File: config.mk
export PLATFORM = sky130hd
export DESIGN_NAME = key_watchdog
export DESIGN_NICKNAME = d
export VERILOG_FILES = /design/src/rtl/kw_pkg.sv /design/src/rtl/kw_word_classify.sv /design/src/rtl/kw_key_tracker.sv /design/src/rtl/kw_period_timer.sv /design/src/rtl/key_watchdog.sv
export SDC_FILE = /design/constraint.sdc
export NUM_CORES = 1
export LEC_CHECK = 0
export BUFFER_PORTS_ARGS = -buffer_cell sky130_fd_sc_hd__buf_2
export CAP_MARGIN = 5
export CORE_MARGIN = 1.5
export CORE_UTILIZATION = 35
export DETAILED_ROUTE_END_ITERATION = 7
export PLACE_DENSITY = 0.57
export SKIP_CTS_REPAIR_TIMING = 1
export SKIP_LAST_GASP = 1
export SLEW_MARGIN = 20
export SYNTH_ARGS = -nofsm -noshare
export SYNTH_HDL_FRONTEND = slang
export SYNTH_SLANG_ARGS = --single-unit
export TNS_END_PERCENT = 20
File: constraint.sdc
create_clock -name clk -period 2 [get_ports clk]
set_input_delay 0.1 -clock clk [delete_from_list [all_inputs] [get_ports clk]]
set_output_delay 0.1 -clock clk [all_outputs]
set_load 0.05 [all_outputs]
File: src/rtl/kw_pkg.sv
package kw_pkg;

  typedef enum logic [1:0] {
    KW_NONE  = 2'd0,
    KW_OPEN  = 2'd1,
    KW_CLOSE = 2'd2,
    KW_BAD   = 2'd3
  } kw_word_e;

  // Period length in cycles for rate code k.
  function automatic logic [31:0] kw_period(input int unsigned rate,
                                            input int unsigned base,
                                            input int unsigned step);
    return 32'd1 << (base + step * rate);
  endfunction

  // First count value at which a windowed key is accepted (3/4 of period).
  function automatic logic [31:0] kw_window_open(input logic [31:0] period);
    return period - (period >> 2);
  endfunction

endpackage

File: src/rtl/kw_word_classify.sv
module kw_word_classify
  import kw_pkg::*;
#(
  parameter int DATA_W = 16,
  parameter logic [DATA_W-1:0] KEY_OPEN  = 'h0055,
  parameter logic [DATA_W-1:0] KEY_CLOSE = 'h00AA
) (
  input  logic              wr_en,
  input  logic [DATA_W-1:0] wr_data,
  output kw_word_e          kind
);

  always_comb begin
    if (!wr_en)                  kind = KW_NONE;
    else if (wr_data == KEY_OPEN)  kind = KW_OPEN;
    else if (wr_data == KEY_CLOSE) kind = KW_CLOSE;
    else                         kind = KW_BAD;
  end

endmodule

File: src/rtl/kw_key_tracker.sv
module kw_key_tracker
  import kw_pkg::*;
(
  input  logic     clk,
  input  logic     rst_n,
  input  logic     active,
  input  logic     expire,
  input  kw_word_e kind,
  output logic     armed,
  output logic     done,
  output logic     bad
);

  assign done = active && armed && (kind == KW_CLOSE);
  assign bad  = active && (kind == KW_BAD);

  always_ff @(posedge clk or negedge rst_n) begin
    if (!rst_n)                  armed <= 1'b0;
    else if (!active)            armed <= 1'b0;
    else if (bad || done)        armed <= 1'b0;
    else if (kind == KW_OPEN)    armed <= 1'b1;
    else if (expire)             armed <= 1'b0;
  end

endmodule

File: src/rtl/kw_period_timer.sv
module kw_period_timer
  import kw_pkg::*;
#(
  parameter int RATE_W    = 3,
  parameter int BASE_LOG2 = 14,
  parameter int STEP_LOG2 = 2,
  localparam int CNT_W    = BASE_LOG2 + STEP_LOG2 * ((1 << RATE_W) - 1)
) (
  input  logic              clk,
  input  logic              rst_n,
  input  logic              active,
  input  logic              restart,
  input  logic [RATE_W-1:0] rate_sel,
  output logic [CNT_W-1:0]  cnt,
  output logic              expire,
  output logic              early
);

  logic [31:0] period_w;
  logic [31:0] open_w;
  logic [31:0] cnt_w;

  assign period_w = kw_period(int'(rate_sel), BASE_LOG2, STEP_LOG2);
  assign open_w   = kw_window_open(period_w);
  assign cnt_w    = 32'(cnt);

  assign expire = active && (cnt_w >= period_w - 32'd1);
  assign early  = cnt_w < open_w;

  always_ff @(posedge clk or negedge rst_n) begin
    if (!rst_n)                   cnt <= '0;
    else if (!active || restart)  cnt <= '0;
    else                          cnt <= cnt + 1'b1;
  end

endmodule

File: src/rtl/key_watchdog.sv
module key_watchdog
  import kw_pkg::*;
#(
  parameter int RATE_W    = 3,
  parameter int DATA_W    = 16,
  parameter int BASE_LOG2 = 14,
  parameter int STEP_LOG2 = 2,
  parameter logic [DATA_W-1:0] KEY_OPEN  = 'h0055,
  parameter logic [DATA_W-1:0] KEY_CLOSE = 'h00AA,
  localparam int CNT_W = BASE_LOG2 + STEP_LOG2 * ((1 << RATE_W) - 1)
) (
  input  logic              clk,
  input  logic              rst_n,
  input  logic              enable,
  input  logic [RATE_W-1:0] rate_sel,
  input  logic              window_en,
  input  logic              wr_en,
  input  logic [DATA_W-1:0] wr_data,
  output logic              rst_req
);

  kw_word_e         kind;
  logic             active;
  logic             key_armed, key_done, key_bad;
  logic             expire, early;
  logic             svc_ok, win_fault, fault, restart;
  logic [CNT_W-1:0] cnt;
  logic             cnt_zero;

  assign active = enable && (rate_sel != '0);

  kw_word_classify #(
    .DATA_W(DATA_W), .KEY_OPEN(KEY_OPEN), .KEY_CLOSE(KEY_CLOSE)
  ) u_classify (
    .wr_en(wr_en), .wr_data(wr_data), .kind(kind)
  );

  kw_key_tracker u_tracker (
    .clk(clk), .rst_n(rst_n), .active(active), .expire(expire),
    .kind(kind), .armed(key_armed), .done(key_done), .bad(key_bad)
  );

  kw_period_timer #(
    .RATE_W(RATE_W), .BASE_LOG2(BASE_LOG2), .STEP_LOG2(STEP_LOG2)
  ) u_timer (
    .clk(clk), .rst_n(rst_n), .active(active), .restart(restart),
    .rate_sel(rate_sel), .cnt(cnt), .expire(expire), .early(early)
  );

  assign win_fault = key_done && window_en && early;
  assign svc_ok    = key_done && !win_fault;
  assign fault     = key_bad || win_fault || (expire && !key_done);
  assign restart   = svc_ok || fault;
  assign cnt_zero  = (cnt == '0);

  always_ff @(posedge clk or negedge rst_n) begin
    if (!rst_n) rst_req <= 1'b0;
    else        rst_req <= fault;
  end

endmodule

* Yosys cells after proc, flatten, opt, wreduce, memory -nomap -nowiden
Index checks and enable logic that the tools add are counted.
** Storage, ports and cells
- Register bits :: 30
- Input port bits :: 24
- Output and inout port bits :: 1
- Logic and storage cells :: 42
** Operators by class
- Add/subtract/negate cells :: 4
- Magnitude comparators :: 2
- Eq/ne operators :: 6
- Shifts and indexed selects :: 1
- Mux-type cells :: 8
- Reduce and logical (&&, ||, !) cells :: 18
** Operators with widths (count)
- $ge A28 B32 Y1 :: 1
- $lt A28 B32 Y1 :: 1
- $shl A1 B32 Y32 const A :: 1
- $sub A32 B1 Y32 const B :: 1
- $sub A32 B30 Y32 :: 1
- $add A28 B1 Y28 const B :: 1
- $mux W28 :: 1
- $eq A16 B7 Y1 const B :: 1
- $eq A16 B8 Y1 const B :: 1
- $logic_and A1 B1 Y1 :: 9
- $add A4 B4 Y5 const A :: 1
- $logic_or A1 B1 Y1 :: 5
- $mux W1 :: 5
- $eq A2 B2 Y1 const B :: 2
- $mux W2 :: 2
- $ne A4 B4 Y1 const B :: 1
- $logic_not A1 Y1 :: 3
- $reduce_bool A3 Y1 :: 1
- $eq A2 B1 Y1 const B :: 1

* Logic depth before layout (Yosys ltp)
Gate-level depths: netlist (run 1).
- Depth in word-level cells :: 13
- Mapped depth :: 19
- Gate-level depth less buffers :: 17

* By module
A second synthesis (run 1) with hierarchy kept.
** Unflattened totals
- Cell total of the unflattened synthesis :: 444
- Area, all modules :: 3748.6 um^2
** Modules (own cells, without submodules)
- kw_period_timer :: instances 1, cells each 424, area an instance 3534.6 um^2, sequential area each 700.7 um^2
- kw_word_classify :: instances 1, cells each 9, area an instance 95.1 um^2, sequential area each 0.0 um^2
- kw_key_tracker :: instances 1, cells each 6, area an instance 62.6 um^2, sequential area each 25.0 um^2
- key_watchdog :: instances 1, cells each 5, area an instance 56.3 um^2, sequential area each 25.0 um^2

* Worst setup path before layout (run 1)
Ideal clock, no wire load.
- Path type :: input -> register
- Start point :: input port rate_sel[1]
- End point :: register rst_req
- Setup time :: 0.126 ns
- Arrival time :: 3.410 ns
- Required time :: 1.874 ns
- Setup slack :: -1.536 ns
- Stages on the path :: 17
- Buffers on the path :: 2
- Path through :: clkbuf_1 > clkbuf_1 > inv_1 > or3_1 > ha_1 > o21bai_1 > a221oi_1 > nand2_1 > nand2b_1 > xor2_1 > ha_1 > nand4_1 > nor2_1 > nand3_1 > nor4_1 > nor4b_1 > a221o_1
** Between the ends
- Word-level cells in the longest chain between the ends :: 8
- Elaborated cells between the ends (all ways) :: 18
- Those cells by class :: add/sub: 3; order compare: 2; shift: 1; reduce/logical: 12
** RTL lines
- start, declared :: RTL line key_watchdog.sv:15 : input logic [RATE_W-1:0] rate_sel,
- branches (longest 7 deep; another with $sub A32 B30 Y32)
- $logic_or A1 B1 Y1 * :: RTL line key_watchdog.sv:52 : assign fault = key_bad || win_fault || (expire && !key_done);
- net fault :: RTL line key_watchdog.sv:26 : logic svc_ok, win_fault, fault, restart;
- end signal, assigned :: RTL line key_watchdog.sv:58 : else rst_req <= fault;
- end, declared :: RTL line key_watchdog.sv:19 : output logic rst_req
Mark *: on every way through the listed nets, which the timed path passes.
A chain may end at the register's enable or synchronous reset.

* Worst setup path in the final report (run 1)
- Start point :: input port rate_sel[0]
- End point :: register rst_req
Same word-level chain as after synthesis.

==> results of run 1 <==
## through the flow
| step | setup slack [ns] | utilization, % | hold WS (ns) |
|---|---|---|---|
| 5_1_grt | -0.9118 | 48.29 | 0.1094 |
| 4_1_cts | -0.7859 | 46.18 | -0.1167 |
| 3_5_place_dp | -1.073 | 45.18 | 0.1877 |
| 3_3_place_gp | -1.022 | 45.18 | 0.1931 |
| 6_report | -0.7214 | 48.29 | 0.08219 |
| 2_1_floorplan | -1.014 | - | -0.1956 |
## state kept, by name, summed over array words and instances, names as in the netlist
signal and flops:
u_timer.cnt 28, rst_req 1, u_tracker.armed 1
## synth_stat cells (3+ instances only)
library cell,count
ha_1,82
nand2_1,36
dfrtp_1,30
a21oi_1,25
inv_1,25
xor2_1,25
nand3_1,23
nor2_1,21
nor3_2,20
o21ai_0,20
nand4_1,15
xnor2_1,14
nor3_1,12
clkbuf_1,8
and3_1,6
and4_1,6
a21o_1,5
a31oi_1,5
nand2b_1,5
nor2b_1,5
o211ai_1,5
a211oi_1,4
a31o_2,3
nor4_1,3
o21bai_1,3
## power by group through the flow
stage	registers [mW]	clock network (mW)	logic (mW)
after floorplan	0.635	0	0.384
after detailed placement	0.628	0	0.592
final	0.617	0.602	0.654
after global placement	0.628	0	0.584
after global routing	0.617	0.647	0.734
after CTS	0.617	0.618	0.595
## final timing paths
path | startpoint | end | slack [ns] | depth (start not counted)
max reg2reg | u_timer.cnt[26]$_DFF_PN0_ | u_tracker.armed$_DFFE_PN0P_ | -0.24 | 7
max | rate_sel[0] | rst_req$_DFF_PN0_ | -0.72 | 16
max in group asynchronous | rst_n | u_tracker.armed$_DFFE_PN0P_ | 1.10 | 2
min in group asynchronous | rst_n | u_timer.cnt[2]$_DFF_PN0_ | 0.44 | 2
min reg2reg | u_timer.cnt[0]$_DFF_PN0_ | u_timer.cnt[0]$_DFF_PN0_ | 0.57 | 2
min | wr_en | u_tracker.armed$_DFFE_PN0P_ | 0.08 | 3
## cells by family (layout without fill, tap and decap cells)
kind of cell / count (synthesis) / count (layout)
and+or+nand+nor: 174 / 174
buffers and inverters: 37 / 134
AOI/OAI and AO/OA: 86 / 86
adders and majority gates: 83 / 83
DFF: 30 / 30
xor gates and xnor gates: 39 / 39
other: 2 / 40
muxes: 1 / 1
## area by class of cell
cell class	count	area share (%)
Sequential cell	30	14.28
Clock buffer	5	1.309
Inverter	25	1.880
Clock inverter	3	0.7615
Multi-Input combinational cell	423	63.68
Tap cell	140	3.332
Timing Repair Buffer	101	14.75
## metal layers
metal	track usage, %	vias up	part of all wire, %
met2	30.32	32	47
met4	4.323	0	1.4
li1	-	1889	-
met5	0	-	0
met1	25.75	1737	50
met3	1.853	11	2.0
## tightest hold or removal path, stage by stage
cell and delay [ns]:
buf_2 0.11, nand2_1 0.05, o22ai_1 0.07
==> metrics, run 1 <==
Sequential Power Share 32.9%; Bufs on Longest Clock Path 2; worst path arrival time 2.89 ns; peak supply drop 0.2632 mV; slowest stage delay, CP 0.40 ns; TritonCTS buffer count 5; asr flop ratio synth 100.0%; DPL Wire Length 8.471 mm; Area Overhead vs Synth 34.38%; root buffer cell clkbuf_8; Vias 3669; Power Density 356.3 nW/um^2; Synth area leaders ha_1, dfrtp_1, xor2_1; Die X-Extent 108.7 um; # setup viols final 30; critical path buffer and inverter count 2; share of the synthesized area in the top cell type 26.22%; DR WL/cell 14.41 um; Slew HR 51.84%; Yosys warnings 0; endpoints failing hold 0; max-cap viol count 0; drt drc 0; via-per-instance ratio 5.047; sequential cell area 750.7 sq um; initial antenna violation count 0; Post-Synthesis Cell Area 3913 sq um; Tightest Pin Transition 0.7225 ns; core area 10890 sq um; Final Non-Filler Cells 727; die height 108.7 um; RSZ-0062 raised after global routing yes; Fin Clk Skew 0.004315 ns; Adder-Cell Fraction of Synth Area 26.73%; combinational family with the most area after synthesis simple AND/OR/NAND/NOR gates; Syn Area/Cell 8.656 sq um; Synth Flop Type dfrtp_1; worst skew pair latency 0.28 ns; nets 693; row count 38; layout cell share with drive strength beyond 1 28.96%; Setup TNS Final -18.91 ns; combinational power share 34.9%; vias in the first global route 3511; Clock Power Share 32.1%; compound-cell area share of the yosys netlist 14.13%; placer congestion estimate 0.8996; Post-Syn Instances 452; CP most frequent cell nand2_1; multiplexer share of the synthesized area 0.2558%; dominant cell type by area after synthesis ha_1; startpoint types primary input; diode count 0; first-pass GRT wire length 16.92 mm; CP max FO 8; CP Class in -> reg; Initial Utilization 35.93%; Final Worst Setup Slack -0.7214 ns; port bufs 24; H-tree depth 2; most frequent cells in the layout ha_1, buf_4, conb_1, nand2_1, dfrtp_1; sequential fraction of the synthesis area 19.19%; final critical-path required period 2.721 ns; CTS sink cnt 30; Total Wirelength 10.48 mm; Cell Chain, Critical Path clkbuf_4 > or3_4 > ha_4 > o21bai_1 > a221oi_1 > nand2_1 > nand2b_4 > xor2_1 > ha_1 > nand4_1 > nor2_2 > buf_4 > nand2_1 > o21ai_1 > nor4b_1 > a221o_1; fill count 1066; largest net degree at the start of global routing 31; sw frac 31.55%; placed insts 713; delay-heaviest family, CP simple AND/OR/NAND/NOR gates; antenna-violating nets left 0; Post-synth EDFFs 0; commonest non-fill, non-tap cell in the layout ha_1; Tcrit/Tclk final 136.1%; data required time of the critical path 2.17 ns; Fmax 367.5 MHz; Die ar. 11820 sq um; total gr overflow 0; Leak Pwr 2.521 nW; Cell Area, Placed 4920 sq um; Post-Synth Simple-Gate Area 26.80%; Worst-path clk slew 0.07 ns; Initial DRT Pass Iterations 4; pins over their slew limit 0; flops & latches, synth 30; Worst Hold Class in -> reg; Int Power 1.282 mW; All-Layer GR Usage 18.38%; multi-input logic area 3348 sq um; IO Pins 25; Unique masters post-synth 57; failing checks negative setup slack; CTS tree built; Power Total 1.873 mW; crit end category register; CP max stage cell or3_4; switching power total 0.5910 mW; Synth Area in XOR/XNOR 8.730%; post-route cell area 5258 sq um; First DRT Iteration DRCs 146; status finished with violations
Power figures use the tool's default switching activity.
==> run 2: changes to the inputs <==
--- a/config.mk
+++ b/config.mk
@@ -11,7 +11,6 @@
 export CORE_UTILIZATION = 35
 export DETAILED_ROUTE_END_ITERATION = 7
 export PLACE_DENSITY = 0.57
-export SKIP_CTS_REPAIR_TIMING = 1
 export SKIP_LAST_GASP = 1
 export SLEW_MARGIN = 20
 export SYNTH_ARGS = -nofsm -noshare
==> metrics, run 2 (synthesis gave the netlist of run 1 again) <==
Initial DRT Pass Iterations 4; worst skew pair latency 0.28 ns; final critical-path required period 2.649 ns; TritonCTS buffer count 5; CP max FO 8; row count 38; crit path launch rate_sel[0]; Tightest Pin Transition 0.7271 ns; Clock Power Share 30.9%; post-route cell area 5552 sq um; Cell Area, Placed 4920 sq um; root buffer cell clkbuf_8; Leak Pwr 2.669 nW; worst path arrival time 2.82 ns; startpoint types primary input; DPL Wire Length 8.471 mm; commonest non-fill, non-tap cell in the layout buf_4; Worst Hold Class in -> reg; fill count 1034; die height 108.7 um; antenna-violating nets left 0; RSZ-0062 raised after global routing yes; via-per-instance ratio 5.020; hold path start wr_en; vias in the first global route 3660; Biggest register u_timer.cnt; DR WL/cell 14.47 um; CP Class in -> reg; Power Density 349.2 nW/um^2; crit end category register; port bufs 24; pins over their slew limit 0; Area Overhead vs Synth 41.89%; Top Registers u_timer.cnt x28, rst_req x1, u_tracker.armed x1; layout cell share with drive strength beyond 1 31.91%; max-cap viol count 0; # setup viols final 30; RR Startpoint u_timer.cnt[22]$_DFF_PN0_; Tcrit/Tclk final 132.4%; peak supply drop 0.2468 mV; Vias 3755; All-Layer GR Usage 19.31%; placer congestion estimate 0.8996; failing checks negative setup slack; Final Worst Setup Slack -0.6486 ns; reg-to-reg slack, setup -0.22 ns; diode count 0; Slew HR 51.53%; combinational power share 37.2%; switching power total 0.6046 mW; Die X-Extent 108.7 um; status finished with violations; core area 10890 sq um; CTS sink cnt 30; Bufs on Longest Clock Path 2; initial antenna violation count 0; Final Util 50.99%; total gr overflow 0; sw frac 31.19%; drt drc 0; nets 714; First DRT Iteration DRCs 114; Int Power 1.334 mW; first-pass GRT wire length 17.76 mm; CTS tree built; endpoints failing hold 0; most frequent cells in the layout buf_4, ha_1, conb_1, nand2_1, dfrtp_1; largest net degree at the start of global routing 31; Die ar. 11820 sq um; Fmax 377.6 MHz; Initial Utilization 35.93%; data required time of the critical path 2.17 ns; H-tree depth 2; Fin Clk Skew 0.004543 ns; max reg flops 28; Worst-path clk slew 0.06 ns; Sequential Power Share 31.8%; IO Pins 25; Total Wirelength 10.82 mm
run 2: final cells by class:
type | instances | area (sq um) | area share [%]
multi-input cells | 423 | 3395 | 61.15
inverters | 25 | 98.84 | 1.780
clock inverters | 3 | 40.04 | 0.7212
well taps | 140 | 175.2 | 3.155
repair buffers | 122 | 1023 | 18.44
clock buffers | 5 | 68.82 | 1.240
flip-flops and latches | 30 | 750.7 | 13.52
run 2: worst paths after layout:
check	to	depth (start not counted)
setup / recovery	rst_req$_DFF_PN0_	16
hold / removal	u_tracker.armed$_DFFE_PN0P_	3
setup reg to reg	u_timer.cnt[2]$_DFF_PN0_	8
hold reg to reg	u_timer.cnt[0]$_DFF_PN0_	2
max in group asynchronous	u_tracker.armed$_DFFE_PN0P_	2
min in group asynchronous	u_timer.cnt[2]$_DFF_PN0_	2
run 2: timing repair:
item	4_1_cts	5_1_grt
hold buffers	1	0
pin swaps	21	18
setup buffers	14	10
hold endpoints to repair	30	0
gates cloned	2	1
setup endpoints to repair	30	30
resized for setup	37	19
run 2: through the flow:
stage	hold slack (ns)	cells	total power, mW	TNS [ns]	setup slack, ns
floorplan	-0.1956	490	1.019	-12.75	-1.014
global placement	0.1931	713	1.212	-28.84	-1.022
detailed placement	0.1877	713	1.220	-28.26	-1.073
CTS	0.07380	738	1.903	-17.25	-0.6888
global route	0.1094	748	2.068	-18.10	-0.8350
finish	0.08256	748	1.939	-15.68	-0.6486
run 2: power by group through the flow:
| stage | Combinational [mW] | Clock (mW) | Sequential, mW |
|---|---|---|---|
| after floorplan | 0.384 | 0 | 0.635 |
| after global placement | 0.584 | 0 | 0.628 |
| after detailed placement | 0.592 | 0 | 0.628 |
| after CTS | 0.668 | 0.618 | 0.617 |
| after global routing | 0.804 | 0.647 | 0.617 |
| final | 0.722 | 0.600 | 0.617 |
run 2: critical path, stage by stage:
cell and delay [ns]:
buf_12 0.11, or3_4 0.40, ha_4 0.30, o21bai_1 0.06
a221oi_1 0.23, nand2_1 0.12, nand2b_4 0.16, xor2_1 0.14
ha_1 0.27, nand4_1 0.12, nor2_2 0.14, buf_4 0.12
nand2_1 0.04, o21ai_1 0.12, nor4b_1 0.06, a221o_1 0.31
run 2: layer usage:
metal | up-vias | global-route usage (%) | wire, um
li1 | 1932 | - | -
met1 | 1766 | 26.69 | 5218
met2 | 40 | 32.08 | 5135
met3 | 17 | 2.032 | 308
met4 | 0 | 4.887 | 158
met5 | - | 0 | 0
